--- config.mk ---
export PLATFORM = sky130hd
export DESIGN_NAME = sar_tune_ctrl
export DESIGN_NICKNAME = d
export VERILOG_FILES = /design/src/rtl/sar_tune_pkg.sv /design/src/rtl/sar_tune_sat_step.sv /design/src/rtl/sar_tune_step_gen.sv /design/src/rtl/sar_tune_ctrl.sv
export SDC_FILE = /design/constraint.sdc
export NUM_CORES = 1
export LEC_CHECK = 0
export ABC_CLOCK_PERIOD_IN_PS = 7800
export BUFFER_PORTS_ARGS = -buffer_cell sky130_fd_sc_hd__buf_2
export CELL_PAD_IN_SITES_DETAIL_PLACEMENT = 0
export CELL_PAD_IN_SITES_GLOBAL_PLACEMENT = 1
export CORE_ASPECT_RATIO = 1.2
export CORE_MARGIN = 2
export CORE_UTILIZATION = 45
export DETAILED_ROUTE_END_ITERATION = 6
export PLACE_DENSITY_LB_ADDON = 0.05
export SKIP_CTS_REPAIR_TIMING = 1
export SLEW_MARGIN = 10
export SYNTH_ARGS = -nofsm -noshare
export SYNTH_HDL_FRONTEND = slang
export SYNTH_HIERARCHICAL = 1
export SYNTH_SLANG_ARGS = --single-unit
--- constraint.sdc ---
create_clock -name clk -period 7.8 [get_ports clk]
set_input_delay 1.17 -clock clk [delete_from_list [all_inputs] [get_ports clk]]
set_output_delay 1.17 -clock clk [all_outputs]
set_load 0.01 [all_outputs]
--- src/rtl/sar_tune_pkg.sv ---
package sar_tune_pkg;
    typedef enum logic [1:0] {
        PH_IDLE   = 2'd0,
        PH_SEARCH = 2'd1,
        PH_TRACK  = 2'd2
    } tune_phase_e;
endpackage

--- src/rtl/sar_tune_sat_step.sv ---
// Adds or subtracts an amount, clamping the result to [0, max_val].
module sar_tune_sat_step #(
    parameter int WORD_W = 32
) (
    input  logic [WORD_W-1:0] base_i,
    input  logic [WORD_W-1:0] amount_i,
    input  logic              up_i,
    input  logic [WORD_W-1:0] max_i,
    output logic [WORD_W-1:0] result_o
);
    logic [WORD_W:0] sum_wide;

    always_comb begin
        sum_wide = {1'b0, base_i} + {1'b0, amount_i};
        if (up_i) begin
            result_o = (sum_wide > {1'b0, max_i}) ? max_i : sum_wide[WORD_W-1:0];
        end else begin
            result_o = (amount_i > base_i) ? '0 : base_i - amount_i;
        end
    end
endmodule

--- src/rtl/sar_tune_step_gen.sv ---
// Gives the next search step and marks the final search update.
module sar_tune_step_gen #(
    parameter int WORD_W = 32
) (
    input  logic [WORD_W-1:0] step_i,
    output logic [WORD_W-1:0] step_next_o,
    output logic              final_o
);
    always_comb begin
        step_next_o = step_i >> 1;
        final_o     = (step_i == WORD_W'(1));
    end
endmodule

--- src/rtl/sar_tune_ctrl.sv ---
module sar_tune_ctrl
    import sar_tune_pkg::*;
#(
    parameter int              WORD_W   = 32,
    parameter logic [WORD_W-1:0] MAX_WORD = {2'b01, {(WORD_W-2){1'b0}}}
) (
    input  logic              clk,
    input  logic              rst_n,
    input  logic              start_i,
    input  logic              settle_i,
    input  logic              raise_i,
    output logic [WORD_W-1:0] tune_word_o,
    output logic              searching_o,
    output logic              tracking_o
);
    localparam logic [WORD_W-1:0] HALF_WORD    = MAX_WORD >> 1;
    localparam logic [WORD_W-1:0] QUARTER_WORD = MAX_WORD >> 2;

    typedef struct packed {
        tune_phase_e       phase;
        logic [WORD_W-1:0] word;
        logic [WORD_W-1:0] step;
    } tune_state_t;

    tune_state_t st_d, st_q;

    logic [WORD_W-1:0] amount;
    logic [WORD_W-1:0] moved_word;
    logic [WORD_W-1:0] step_next;
    logic              step_final;

    assign amount = (st_q.phase == PH_TRACK) ? WORD_W'(1) : st_q.step;

    sar_tune_sat_step #(.WORD_W(WORD_W)) u_sat_step (
        .base_i   (st_q.word),
        .amount_i (amount),
        .up_i     (raise_i),
        .max_i    (MAX_WORD),
        .result_o (moved_word)
    );

    sar_tune_step_gen #(.WORD_W(WORD_W)) u_step_gen (
        .step_i      (st_q.step),
        .step_next_o (step_next),
        .final_o     (step_final)
    );

    always_comb begin
        st_d = st_q;
        if (start_i) begin
            st_d.phase = PH_SEARCH;
            st_d.word  = HALF_WORD;
            st_d.step  = QUARTER_WORD;
        end else if (settle_i) begin
            unique case (st_q.phase)
                PH_SEARCH: begin
                    st_d.word = moved_word;
                    st_d.step = step_next;
                    if (step_final) begin
                        st_d.phase = PH_TRACK;
                    end
                end
                PH_TRACK: begin
                    st_d.word = moved_word;
                end
                default: begin
                    st_d = st_q;
                end
            endcase
        end
    end

    always_ff @(posedge clk or negedge rst_n) begin
        if (!rst_n) begin
            st_q <= '{phase: PH_IDLE, word: '0, step: '0};
        end else begin
            st_q <= st_d;
        end
    end

    assign tune_word_o = st_q.word;
    assign searching_o = (st_q.phase == PH_SEARCH);
    assign tracking_o  = (st_q.phase == PH_TRACK);

    assert_flags_exclusive_R9: assert property (@(posedge clk) disable iff (!rst_n)
        $onehot0({searching_o, tracking_o}));

    assert_word_bounded_R6: assert property (@(posedge clk) disable iff (!rst_n)
        tune_word_o <= MAX_WORD);

    assert_start_half_R2: assert property (@(posedge clk) disable iff (!rst_n)
        start_i |=> (tune_word_o == HALF_WORD) && searching_o);

    assert_hold_idle_R8: assert property (@(posedge clk) disable iff (!rst_n)
        (!start_i && !settle_i) |=> $stable(tune_word_o));

    assert_track_unit_R5: assert property (@(posedge clk) disable iff (!rst_n)
        (tracking_o && settle_i && !start_i) |=>
            (tune_word_o == $past(tune_word_o)) ||
            (tune_word_o == $past(tune_word_o) + WORD_W'(1)) ||
            (tune_word_o == $past(tune_word_o) - WORD_W'(1)));
endmodule

Word level (Yosys, flattened, before mapping). Index checks and enable logic that the tools add are counted. W data, S select, Z words.

Add/sub/neg operators: 2. Order comparisons: 2. Equal/unequal tests: 3. Mux-type cells: 10. Reductions and logical operators: 8.

Operator list (count): $mux W32 (6); $mux W66 (2); $add A32 B32 Y33 (1); $gt A33 B31 Y1 const B (1); $eq A32 B1 Y1 const B (1); $gt A32 B32 Y1 (1); $sub A32 B32 Y32 (1); $reduce_bool A2 Y1 (4); $mux W2 (2); $reduce_and A2 Y1 (2); $reduce_and A3 Y1 (1); $eq A2 B1 Y1 const B (1); $eq A2 B2 Y1 const B (1); $reduce_or A2 Y1 (1).

Flip-flop bits (word level): 66. Output and inout bits: 34. Word-level logic and storage cells: 28.

Longest topological paths before layout. Gate-level depths: netlist (run 1).

Word-level depth: 9. Mapped depth: 28. Mapped depth without buffers: 26.

Cells and area by module. The synthesis (run 1) kept the hierarchy.

Modules (own cells, without submodules): sar_tune_sat_step (instances 1, cells each 726, area an instance 4976.0 sq um); sar_tune_ctrl (instances 1, cells each 368, area an instance 3806.2 sq um); sar_tune_step_gen (instances 1, cells each 44, area an instance 344.1 sq um).

Worst setup path before layout (run 1). OpenSTA, ideal clock, no wires.

Path type: register to register. Start: reg st_q[64] (netlist bit). End: reg st_q, in the netlist tune_word_o[2]. Library setup time: 0.076 ns. Arrival: 5.782 ns. Path slack: 1.942 ns. Cell stages (with the launch flop): 28. Period minus slack after synthesis: 5.858 ns. Cell sequence: dfrtp_1 > inv_1 > ha_1 > clkbuf_1 > or2_2 > ha_1 > inv_1 > fa_1 > o21bai_2 > a2111oi_4 > o41ai_2 > o22ai_4 > o21bai_1 > a21oi_1 > o311ai_1 > ha_1 > nand4_1 > o21ai_0 > a221oi_1 > o41ai_1 > o311ai_1 > o211ai_1 > o31ai_4 > buf_6 > nor2_1 > o32ai_1 > nand4bb_1 > o21ai_1.

Cells in the longest elaborated chain, start to end: 9. Elaborated cells between the ends (all ways): 16. Those cells by class: add/sub: 2; order compare: 2; eq/ne: 2; mux: 7; reduce/logical: 3.

RTL lines: from (decl) (line sar_tune_ctrl.sv:25) `tune_state_t st_d, st_q;`; from (signal assigned) (line sar_tune_ctrl.sv:75) `st_q <= '{phase: PH_IDLE, word: '0, step: '0};`; from (signal assigned) (line sar_tune_ctrl.sv:77) `st_q <= st_d;`; $eq A2 B2 Y1 (*); named net tracking_o (line sar_tune_ctrl.sv:14) `output logic tracking_o`; $mux W32 (*) (line sar_tune_ctrl.sv:32) `assign amount = (st_q.phase == PH_TRACK) ? WORD_W'(1) : st_q.step;`; named net amount[0] (line sar_tune_ctrl.sv:27) `logic [WORD_W-1:0] amount;`; $add A32 B32 Y33 (line sar_tune_sat_step.sv:14) `sum_wide = {1'b0, base_i} + {1'b0, amount_i};`; $gt A33 B31 Y1 (line sar_tune_sat_step.sv:16) `result_o = (sum_wide > {1'b0, max_i}) ? max_i : sum_wide[WORD_W-1:0];`; $mux W32 (line sar_tune_sat_step.sv:16); $mux W32 (*) (line sar_tune_sat_step.sv:15) `if (up_i) begin`; named net moved_word[2] (line sar_tune_ctrl.sv:28) `logic [WORD_W-1:0] moved_word;`; $mux W32 (*) (line sar_tune_ctrl.sv:55) `unique case (st_q.phase)`; $mux W66 (*) (line sar_tune_ctrl.sv:54) `end else if (settle_i) begin`; $mux W66 (*) (line sar_tune_ctrl.sv:50) `if (start_i) begin`.

Mark *: on every way through the listed nets, which the timed path passes. The rest lies on a longest branch. The select of a mux whose other input is x is not followed. A chain may end at the register's enable or synchronous reset.

Final worst setup path (run 1).
Start: reg st_q[64] (netlist bit). End: reg st_q, in the netlist tune_word_o[14].

Cells in the longest elaborated chain, start to end: 9. Elaborated cells between the ends (all ways): 16. Those cells by class: add/sub: 2; order compare: 2; eq/ne: 2; mux: 7; reduce/logical: 3.

RTL lines (line): $eq A2 B2 Y1 (*) (sar_tune_ctrl.sv:32); $mux W32 (*) (sar_tune_ctrl.sv:32); named net amount[0] (sar_tune_ctrl.sv:27); $add A32 B32 Y33 (sar_tune_sat_step.sv:14); $gt A33 B31 Y1 (sar_tune_sat_step.sv:16); $mux W32 (sar_tune_sat_step.sv:16); $mux W32 (*) (sar_tune_sat_step.sv:15); named net moved_word[14] (sar_tune_ctrl.sv:28); $mux W32 (*) (sar_tune_ctrl.sv:55); $mux W66 (*) (sar_tune_ctrl.sv:54); $mux W66 (*) (sar_tune_ctrl.sv:50).

Marks and branches as above.

==> results.tsv, run 1 <==
stage	metric	value	unit
run_status	status	complete, no violations	
flow_run	Max Cap Violations	0	
final_layout	Design Area, Final	0.00939	sq mm
global_route	number of global-route vias before repair	7410	
worst_setup_path	Worst EP required	8.07	ns
final_layout	commonest non-fill, non-tap cell in the layout	inv_1	
floorplan	row count	57	
worst_setup_path	critical-path maximum fanout	17	
worst_setup_path	worst reg-to-reg path cell count	26	
placed_design	dpl cell area	0.00909	sq mm
yosys	Post-synth EDFFs	0	
worst_setup_path	Critical Path Stages	26	
timing	Rel. slew slack	25.1	%
worst_setup_path	highest-delay cell along the critical path	o311ai_1	
timing	Final Max Slew Viols	0	
clock_tree	H-tree depth	3	
yosys	top_reg_cell synth	dfrtp_1	
timing	Final period util	90.8	%
yosys	synthesized area	0.00913	sq mm
placed_design	Final HPWL DP	19200	um
timing	Hold Fails Final Rpt	0	
worst_setup_path	cell family contributing the most delay on the critical path	compound AO/OA/AOI/OAI gates	
global_route	GR Util met3	3.56	%
final_layout	nets	1227	
yosys	largest cells by area after synthesis	dfrtp_1 18%, ha_1 13%, buf_4 5.6%	
worst_setup_path	CP endpoint kind	flop	
global_route	M1 GR Usage	35.8	%
timing	fin crit period	7.08	ns
global_route	GR Util met2	38.5	%
timing	RSZ-0062 raised after global routing	false	
clock_tree	clk_lat worst skew	0.36	ns
global_route	initial antenna violation count	0	
final_layout	Final Util	46.8	%
timing	achievable frequency	141	MHz
floorplan	total die area	0.0214	sq mm
clock_tree	root buffer cell	clkbuf_16	
yosys	post-synthesis register bit count	66	
yosys	Post-Syn Instances	1138	
yosys	post-synthesis sequential area ratio	18.1	%
final_layout	fill count	2085	
worst_setup_path	Max stage delay on crit path	0.59	ns
worst_setup_path	Worst path most repeated cell	ha_1	
yosys	largest area contributor in the netlist	dfrtp_1	
drt	initial DRC count	461	
worst_setup_path	CP Launch Type	flop	
global_route	first-pass GRT wire length	41800	um
drt	DR vias	7812	
worst_setup_path	worst path bufs/invs	3	
clock_tree	TritonCTS clock tree	done	
final_layout	share of layout cells above drive strength 1	12.0	%
global_route	Total GRT Usage	24.6	%
yosys	Warnings, synthesis	6	
global_route	largest net degree at the start of global routing	100	
placed_design	placed insts	1376	
yosys	async set or reset register ratio after synthesis	100	%
worst_setup_path	arrival time worst endpoint	7.35	ns
yosys	post-synthesis cell type count	75	
drt	First-pass DRT Iterations	5	
drt	# DRC	0	
final_layout	Final Non-Filler Cells	1393	
clock_tree	CTS Buffer Depth	2	
timing	Least-Margin Pin Slew	1.09	ns
worst_setup_path	crit path to	tune_word_o[14]$_DFFE_PN0P_	
drt	DR WL/cell	18.6	um
timing	Setup Skew	0.0192	ns
timing	# setup viols final	0	
pwr	power density over cell area	319	mW/mm^2
clock_tree	clock-pin transition on the worst setup and hold timing paths	0.06	ns
worst_setup_path	Crit Path Category	reg2reg	
yosys	Synth Area per Inst	8.02	sq um
min_path	HP Class	reg2reg	
placed_design	RePlAce Congestion	0.846	
floorplan	IO Pins	39	
pwr	Peak VDD IR	0.000126	V
drt	antenna-violating nets left	0	
clock_tree	Num CTS Buffers	9	
pwr	leakage	4.33	nW
floorplan	Core ar.	0.0200	sq mm
drt	WL final	26000	um
worst_setup_path	reg2reg end	tune_word_o[14]$_DFFE_PN0P_	
worst_setup_path	CP startpoint	st_q[64]$_DFFE_PN0P_	
floorplan	Die X	134	um
placed_design	Port Buffer Count	38	
global_route	gr ovfl total	0	
worst_setup_path	launch point of the worst reg-to-reg path	st_q[64]$_DFFE_PN0P_	
floorplan	Die Ht	160	um
final_layout	most frequent cells in the layout	99 x inv_1, 97 x ha_1, 77 x a21oi_1	
yosys	top cell type's share of synthesized area	18.1	%
global_route	Most Crowded Layer GR	met2	
drt	vias per inst	5.61	
worst_setup_path	reg2reg setup slack	0.72	ns
floorplan	Initial Util	45.5	%
clock_tree	count of clock tree sinks	66	
timing	Total Neg Setup Slack	0	ns
final_layout	area growth from synthesis to layout	2.84	%
[synth_stat cells, drive strengths merged (3+ instances only)]
library cell and n:
a31oi 7, o221ai 3, nor2 74, o41ai 3
o31a 3, a21boi 3, a211oi 9, xnor2 42
a2111oi 7, o21a 5, a21oi 93, clkbuf 42
a21o 26, a21bo 31, o22ai 18, inv 99
xor2 9, nand3 44, conb 3, o31ai 10
mux2i 17, o211ai 4, nand2b 43, nand4 12
or2 6, o21ai 59, nor4 12, buf 93
and3 13, nand2 26, or3 4, ha 98
o32ai 13, nand4bb 31, dfrtp 66, o311ai 6
a221o 3, o21bai 14, nor3 20, nor2b 40
[cell type report]
cell class              count  area, sq um  area share, %
well taps                 265          332           3.53
clock inverters             4         52.6          0.560
inverters                 100          375           4.00
repair buffers             50          288           3.07
clock buffers              12          236           2.52
multi-input cells         895         6450           68.7
diodes                      1         2.50         0.0267
flip-flops and latches     66         1650           17.6
[worst min-delay path by stage]
stage | endpoint | cells after the start | from | slack (ns)
6_report | st_q[64]$_DFFE_PN0P_ | 1 | st_q[64]$_DFFE_PN0P_ | 0.52
2_1_floorplan | st_q[64]$_DFFE_PN0P_ | 1 | st_q[64]$_DFFE_PN0P_ | 0.48
3_5_place_dp | st_q[64]$_DFFE_PN0P_ | 1 | st_q[64]$_DFFE_PN0P_ | 0.50
5_1_grt | st_q[64]$_DFFE_PN0P_ | 1 | st_q[64]$_DFFE_PN0P_ | 0.54
4_1_cts | st_q[64]$_DFFE_PN0P_ | 1 | st_q[64]$_DFFE_PN0P_ | 0.52
3_3_place_gp | st_q[64]$_DFFE_PN0P_ | 1 | st_q[64]$_DFFE_PN0P_ | 0.50
[layer usage]
layer	share of wire [%]	wire (um)
met5	0	0
met4	1.4	363
met3	4.0	1030
met2	45	11600
met1	50	13000
[power by group]
group	total [mW]	internal, mW	switching [mW]
combinational	2.10	0.860	1.24
sequential	0.458	0.390	0.0679
clock	0.434	0.249	0.185
total	2.99	1.50	1.49
[worst register-to-register path, delay by kind of cell (launching register included)]
family | cells | cell delay [ns]
fa+ha+maj | 4 | 1.43
compound gates | 15 | 4.11
flops | 1 | 0.40
buf+inv | 3 | 0.43
simple gates | 4 | 0.62
[cells by family after synthesis]
group / after synthesis / share of synthesized area (%)
buf+inv: 235 / 13.7
flops: 66 / 18.1
mux: 18 / 1.99
compound gates: 330 / 25.7
other cells: 3 / 0.123
fa+ha+maj: 100 / 13.9
simple gates: 335 / 21.7
xor+xnor: 51 / 4.89
[state kept, by name, indices dropped and copies added (netlist names)]
name,count
st_q,34
tune_word_o,32
[through the flow]
stage	setup WS [ns]	hold WS [ns]	power, mW
after CTS	0.672	0.516	2.98
after global placement	0.879	0.501	2.55
after detailed placement	0.700	0.505	2.53
final	0.716	0.518	2.99
after global routing	0.0507	0.542	3.23
after floorplan	1.94	0.478	2.05
Power figures use the tool's default switching activity.
==> inputs of run 2 (changes only) <==
--- a/config.mk
+++ b/config.mk
@@ -6,7 +6,7 @@
 export NUM_CORES = 1
 export LEC_CHECK = 0
 export ABC_CLOCK_PERIOD_IN_PS = 7800
-export BUFFER_PORTS_ARGS = -buffer_cell sky130_fd_sc_hd__buf_2
+export BUFFER_PORTS_ARGS = -buffer_cell sky130_fd_sc_hd__buf_4
 export CELL_PAD_IN_SITES_DETAIL_PLACEMENT = 0
 export CELL_PAD_IN_SITES_GLOBAL_PLACEMENT = 1
 export CORE_ASPECT_RATIO = 1.2
==> run 2 against run 1 <==
  * Sequential share of layout area decreased by 0.25 points
  * Combinational power about the same
  * Final cell count about the same
  * Clock power increased by 11%
  * First-iteration DRC count increased by 19%
  * Highest routed layer unchanged
==> results.tsv, run 2 (same netlist as run 1, synthesis figures left out) <==
stage	metric	value	unit	change
run_status	status	complete, no violations		unchanged
drt	DR vias	7752		was 7812
floorplan	total die area	0.0214	sq mm	unchanged
timing	Total Neg Setup Slack	0	ns	unchanged
worst_setup_path	critical-path maximum fanout	18		was 17
worst_setup_path	Max stage delay on crit path	0.60	ns	was 0.59 ns
final_layout	area growth from synthesis to layout	4.30	%	was 2.84%
drt	First-pass DRT Iterations	5		unchanged
final_layout	nets	1228		was 1227
min_path	HP Class	reg2reg		unchanged
pwr	power density over cell area	322	mW/mm^2	was 319 mW/mm^2
worst_setup_path	highest-delay cell along the critical path	o31a_1		was o311ai_1
final_layout	max reg flops	34		unchanged
worst_setup_path	worst reg-to-reg path cell count	25		was 26
worst_setup_path	Worst EP required	8.03	ns	was 8.07 ns
floorplan	row count	57		unchanged
placed_design	RePlAce Congestion	0.890		was 0.846
drt	# DRC	0		unchanged
worst_setup_path	arrival time worst endpoint	7.13	ns	was 7.35 ns
min_path	Hold Path End	st_q[64]$_DFFE_PN0P_		unchanged
worst_setup_path	reg2reg end	tune_word_o[23]$_DFFE_PN0P_		was tune_word_o[14]$_DFFE_PN0P_
drt	initial DRC count	548		was 461
drt	WL final	26300	um	was 26000 um
global_route	number of global-route vias before repair	7441		was 7410
min_path	hold_sp	st_q[64]$_DFFE_PN0P_		unchanged
drt	vias per inst	5.56		was 5.61
final_layout	Final Non-Filler Cells	1394		was 1393
final_layout	Top reg by flops	st_q		unchanged
drt	antenna-violating nets left	0		unchanged
drt	DR WL/cell	18.9	um	was 18.6 um
worst_setup_path	CP endpoint kind	flop		unchanged
pwr	total power	3.06	mW	was 2.99 mW
worst_setup_path	worst path bufs/invs	3		unchanged
clock_tree	H-tree depth	3		unchanged
floorplan	Die Ht	160	um	unchanged
placed_design	Port Buffer Count	38		unchanged
floorplan	IO Pins	39		unchanged
clock_tree	count of clock tree sinks	66		unchanged
pwr	leakage	4.35	nW	was 4.33 nW
worst_setup_path	reg2reg setup slack	0.90	ns	was 0.72 ns
timing	fin crit period	6.90	ns	was 7.08 ns
timing	Hold Fails Final Rpt	0		unchanged
timing	Rel. slew slack	15.0	%	was 25.1%
final_layout	most frequent cells in the layout	99 x inv_1, 97 x ha_1, 77 x a21oi_1		unchanged
clock_tree	Num CTS Buffers	9		unchanged
global_route	first-pass GRT wire length	42100	um	was 41800 um
global_route	Total GRT Usage	25.0	%	was 24.6%
min_path	hold depth	1		unchanged
timing	Hold Slack	0.522	ns	was 0.518 ns
floorplan	Core ar.	0.0200	sq mm	unchanged
final_layout	Largest regs	st_q (34), tune_word_o (32)		unchanged
timing	Final Max Slew Viols	0		unchanged
timing	Least-Margin Pin Slew	1.24	ns	was 1.09 ns
clock_tree	root buffer cell	clkbuf_16		unchanged
worst_setup_path	cell family contributing the most delay on the critical path	compound AO/OA/AOI/OAI gates		unchanged
worst_setup_path	launch point of the worst reg-to-reg path	st_q[64]$_DFFE_PN0P_		unchanged
clock_tree	clock-pin transition on the worst setup and hold timing paths	0.06	ns	about the same
floorplan	Die X	134	um	unchanged
clock_tree	CTS Buffer Depth	2		unchanged
flow_run	Max Cap Violations	0		unchanged
clock_tree	clk_lat worst skew	0.35	ns	was 0.36 ns
timing	Final period util	88.5	%	was 90.8%
floorplan	Initial Util	45.5	%	unchanged
placed_design	Final HPWL DP	19100	um	was 19200 um
placed_design	placed insts	1377		was 1376
final_layout	share of layout cells above drive strength 1	12.2	%	was 12.0%
global_route	gr ovfl total	0		unchanged
timing	RSZ-0062 raised after global routing	false		unchanged
timing	Setup Skew	0.00856	ns	was 0.0192 ns
global_route	initial antenna violation count	0		unchanged
pwr	Peak VDD IR	0.000136	V	was 0.000126 V
clock_tree	TritonCTS clock tree	done		unchanged
global_route	largest net degree at the start of global routing	100		unchanged
worst_setup_path	CP Launch Type	flop		unchanged
final_layout	commonest non-fill, non-tap cell in the layout	inv_1		unchanged
worst_setup_path	Crit Path Category	reg2reg		unchanged
timing	# setup viols final	0		unchanged
worst_setup_path	Worst path most repeated cell	ha_1		unchanged
timing	achievable frequency	145	MHz	was 141 MHz
## run 2: changes by cell type in the layout (fill, tap and decap cells not counted), sizes merged
cell	delta
inv	+2
clkinv	-3
bufinv	+1
buf	+1
clkbuf	-1
clkinvlp	+1
## run 2: final cells by class
type	instances	area [sq um]
clock buffers	11	243
clock inverters	5	85.1
inverters	100	375
fillers	2037	10500
flip-flops and latches	66	1650
repair buffers	51	383
diodes	1	2.50
multi-input cells	895	6450
well taps	265	332
## run 2: routing by layer
layer / wire [um] / GRT usage (%) / share of wire [%]
met1: 13200 / 36.3 / 50
met2: 11900 / 39.2 / 45
met3: 653 / 2.32 / 2.5
met4: 502 / 7.30 / 1.9
met5: 0 / 0 / 0
## run 2: per-stage QoR
| stage | cell area [sq um] | setup slack (ns) | util (%) |
|---|---|---|---|
| after floorplan | 9340 | 1.94 | - |
| after global placement | 9190 | 1.06 | 45.9 |
| after detailed placement | 9190 | 0.911 | 45.9 |
| after CTS | 9520 | 0.902 | 47.5 |
| after global routing | 9520 | 0.356 | 47.5 |
| final | 9520 | 0.897 | 47.5 |
## run 2: how the worst max path moves through the flow
stage	startpoint	endpoint	slack [ns]	depth (start not counted)
2_1_floorplan	st_q[64]$_DFFE_PN0P_	tune_word_o[2]$_DFFE_PN0P_	1.94	27
6_report	st_q[64]$_DFFE_PN0P_	tune_word_o[23]$_DFFE_PN0P_	0.90	25
5_1_grt	st_q[64]$_DFFE_PN0P_	tune_word_o[23]$_DFFE_PN0P_	0.36	25
4_1_cts	st_q[64]$_DFFE_PN0P_	tune_word_o[23]$_DFFE_PN0P_	0.90	25
3_5_place_dp	st_q[64]$_DFFE_PN0P_	tune_word_o[23]$_DFFE_PN0P_	0.91	25
3_3_place_gp	st_q[64]$_DFFE_PN0P_	tune_word_o[23]$_DFFE_PN0P_	1.06	25
## run 2: power breakdown
| group | total (mW) | leakage [nW] | switching [mW] | internal, mW |
|---|---|---|---|---|
| Combinational | 2.12 | 3.29 | 1.24 | 0.884 |
| Sequential | 0.461 | 0.901 | 0.0714 | 0.390 |
| Clock | 0.482 | 0.157 | 0.190 | 0.292 |
| Total | 3.06 | 4.35 | 1.50 | 1.57 |
==> inputs of run 3 (changes only) <==
--- a/config.mk
+++ b/config.mk
@@ -11,7 +11,7 @@
 export CELL_PAD_IN_SITES_GLOBAL_PLACEMENT = 1
 export CORE_ASPECT_RATIO = 1.2
 export CORE_MARGIN = 2
-export CORE_UTILIZATION = 45
+export CORE_UTILIZATION = 49
 export DETAILED_ROUTE_END_ITERATION = 6
 export PLACE_DENSITY_LB_ADDON = 0.05
 export SKIP_CTS_REPAIR_TIMING = 1
==> run 3 against run 2 <==
  * Combinational power is essentially flat
  * Critical path depth is the same
  * Fmax shrank 1.8%
  * Global-route usage grew 1.9 points
  * Count of clock-buffer cells in the layout shrank 1
  * Register-to-register slack lost 0.13 ns
  * Worst hold slack lost 0.0022 ns
  * Clock power grew 5.0%
  * Setup slack lost 0.13 ns
  * Die area shrank 7.9%
  * First-iteration DRC count grew 7.8%
==> results.tsv, run 3 (same netlist as run 1, synthesis figures left out) <==
stage	metric	value	unit	change
final_layout	Largest regs	st_q (34), tune_word_o (32)		unchanged
worst_setup_path	reg2reg setup slack	0.77	ns	was 0.90 ns
min_path	hold depth	1		unchanged
timing	Setup Skew	0.0159	ns	was 0.00856 ns
final_layout	max reg flops	34		unchanged
final_layout	fill count	1807		was 2037
clock_tree	Num CTS Buffers	9		unchanged
final_layout	nets	1226		was 1228
floorplan	total die area	0.0197	sq mm	was 0.0214 sq mm
drt	vias per inst	5.73		was 5.56
clock_tree	H-tree depth	3		unchanged
worst_setup_path	reg2reg end	tune_word_o[23]$_DFFE_PN0P_		unchanged
timing	Total Neg Setup Slack	0	ns	unchanged
worst_setup_path	launch point of the worst reg-to-reg path	st_q[64]$_DFFE_PN0P_		unchanged
timing	Final Max Slew Viols	0		unchanged
worst_setup_path	critical-path maximum fanout	33		was 18
final_layout	combined area of the multi-input logic cells	0.00645	sq mm	about the same
min_path	HP Class	reg2reg		unchanged
floorplan	Die X	129	um	was 134 um
drt	DR WL/cell	19.1	um	was 18.9 um
clock_tree	clk_lat worst skew	0.36	ns	was 0.35 ns
final_layout	Top reg by flops	st_q		unchanged
drt	antenna-violating nets left	0		unchanged
global_route	number of global-route vias before repair	7311		was 7441
final_layout	most frequent cells in the layout	99 x inv_1, 97 x ha_1, 77 x a21oi_1		unchanged
drt	# DRC	0		unchanged
clock_tree	root buffer cell	clkbuf_16		unchanged
pwr	Peak VDD IR	0.000135	V	was 0.000136 V
placed_design	dpl cell area	0.00912	sq mm	was 0.00919 sq mm
worst_setup_path	CP endpoint kind	flop		unchanged
clock_tree	clock-pin transition on the worst setup and hold timing paths	0.06	ns	about the same
drt	WL final	25800	um	was 26300 um
timing	# setup viols final	0		unchanged
timing	Hold Fails Final Rpt	0		unchanged
final_layout	antenna diode count	0		was 1
global_route	gr ovfl total	0		unchanged
timing	RSZ-0062 raised after global routing	false		unchanged
global_route	first-pass GRT wire length	41500	um	was 42100 um
drt	DR vias	7740		was 7752
pwr	leakage	4.35	nW	about the same
placed_design	RePlAce Congestion	0.920		was 0.890
final_layout	share of layout cells above drive strength 1	12.2	%	about the same
worst_setup_path	arrival time worst endpoint	7.25	ns	was 7.13 ns
timing	Hold Slack	0.520	ns	was 0.522 ns
floorplan	Initial Util	50.0	%	was 45.5%
final_layout	commonest non-fill, non-tap cell in the layout	inv_1		unchanged
clock_tree	TritonCTS clock tree	done		unchanged
worst_setup_path	worst reg-to-reg path cell count	25		unchanged
pwr	power density over cell area	327	mW/mm^2	was 322 mW/mm^2
run_status	status	complete, no violations		unchanged
worst_setup_path	CP Launch Type	flop		unchanged
global_route	Total GRT Usage	26.8	%	was 25.0%
pwr	Net Sw Power	1.51	mW	was 1.50 mW
floorplan	Die Ht	154	um	was 160 um
flow_run	Max Cap Violations	0		unchanged
floorplan	row count	54		was 57
timing	achievable frequency	142	MHz	was 145 MHz
placed_design	Port Buffer Count	38		unchanged
final_layout	Design Area, Final	0.00947	sq mm	was 0.00952 sq mm
min_path	hold_sp	st_q[64]$_DFFE_PN0P_		unchanged
floorplan	Core ar.	0.0182	sq mm	was 0.0200 sq mm
pwr	Gate power share	68.8	%	was 69.2%
global_route	initial antenna violation count	0		unchanged
min_path	Hold Path End	st_q[64]$_DFFE_PN0P_		unchanged
global_route	largest net degree at the start of global routing	67		was 100
timing	Least-Margin Pin Slew	0.937	ns	was 1.24 ns
drt	First-pass DRT Iterations	5		unchanged
pwr	total power	3.10	mW	was 3.06 mW
worst_setup_path	Crit Path Category	reg2reg		unchanged
drt	initial DRC count	591		was 548
worst_setup_path	Worst EP required	8.02	ns	was 8.03 ns
clock_tree	count of clock tree sinks	66		unchanged
clock_tree	CTS Buffer Depth	2		unchanged
timing	Final period util	90.1	%	was 88.5%
pwr	clock share of power	16.3	%	was 15.7%
timing	fin crit period	7.03	ns	was 6.90 ns
floorplan	IO Pins	39		unchanged
final_layout	Final Util	51.9	%	was 47.5%
pwr	sequential power share	14.8	%	was 15.1%
final_layout	Register Area	0.00165	sq mm	unchanged
pwr	Int Power	1.59	mW	was 1.57 mW
placed_design	Final HPWL DP	18800	um	was 19100 um
final_layout	area growth from synthesis to layout	3.77	%	was 4.30%
pwr	Sw Ratio	48.8	%	was 48.9%
timing	Rel. slew slack	37.5	%	was 15.0%
run 3: cell count changes in the layout (fill, tap and decap cells not counted), sizes merged:
| cell | change |
|---|---|
| inv | -2 |
| buf | -2 |
| clkbuf | -1 |
| clkinv | +2 |
| diode | -1 |
| bufinv | +1 |
run 3: cell type report:
class | instances | area share, %
Inverter | 100 | 3.96
Tap cell | 224 | 2.96
Multi-Input combinational cell | 895 | 68.1
Timing Repair Buffer | 49 | 3.88
Sequential cell | 66 | 17.4
Clock inverter | 6 | 1.22
Clock buffer | 10 | 2.42
run 3: power by group through the flow:
stage                     logic, mW  clock network (mW)  registers (mW)
after floorplan                1.61                   0           0.439
after global placement         2.10                   0           0.466
after detailed placement       2.09                   0           0.465
after CTS                      2.11               0.514           0.460
after global routing           2.34               0.528           0.470
final                          2.13               0.506           0.460
run 3: how the worst max path moves through the flow:
stage,cells past startpoint,slack [ns],start,endpoint
2_1_floorplan,27,1.94,st_q[64]$_DFFE_PN0P_,tune_word_o[2]$_DFFE_PN0P_
3_3_place_gp,25,0.69,st_q[64]$_DFFE_PN0P_,tune_word_o[23]$_DFFE_PN0P_
6_report,25,0.77,st_q[64]$_DFFE_PN0P_,tune_word_o[23]$_DFFE_PN0P_
3_5_place_dp,25,0.62,st_q[64]$_DFFE_PN0P_,tune_word_o[23]$_DFFE_PN0P_
5_1_grt,25,0.06,st_q[64]$_DFFE_PN0P_,tune_word_o[23]$_DFFE_PN0P_
4_1_cts,25,0.62,st_q[64]$_DFFE_PN0P_,tune_word_o[23]$_DFFE_PN0P_
run 3: critical path, cell delays in order, from the launching register on:
cell and delay [ns]:
dfrtp_1 0.37, inv_1 0.05, ha_1 0.18, buf_4 0.24, nor2b_1 0.38, inv_1 0.19, fa_1 0.48, o21bai_2 0.25
a2111oi_4 0.11, o41ai_2 0.49, o22ai_4 0.18, o21bai_2 0.32, a21oi_1 0.15, o311ai_1 0.52, ha_1 0.34, nand4_1 0.16
o21ai_0 0.12, a221oi_1 0.28, o41ai_1 0.14, o311ai_1 0.38, o211ai_1 0.26, o31a_1 0.60, o311ai_0 0.41, o31ai_1 0.13
nand4bb_1 0.11, o21ai_1 0.07
run 3: per-stage QoR:
stage	cells	worst slack, ns
2_1_floorplan	1196	1.94
3_3_place_gp	1334	0.690
3_5_place_dp	1334	0.617
4_1_cts	1350	0.620
5_1_grt	1350	0.0551
6_report	1350	0.769
run 3: per-layer routing:
metal | track usage, % | up-vias | wire length (um)
met5 | 0 | - | 0
met4 | 6.21 | 0 | 320
met3 | 2.78 | 21 | 973
met2 | 42.2 | 158 | 11900
met1 | 39.6 | 3668 | 12500
li1 | - | 3893 | -
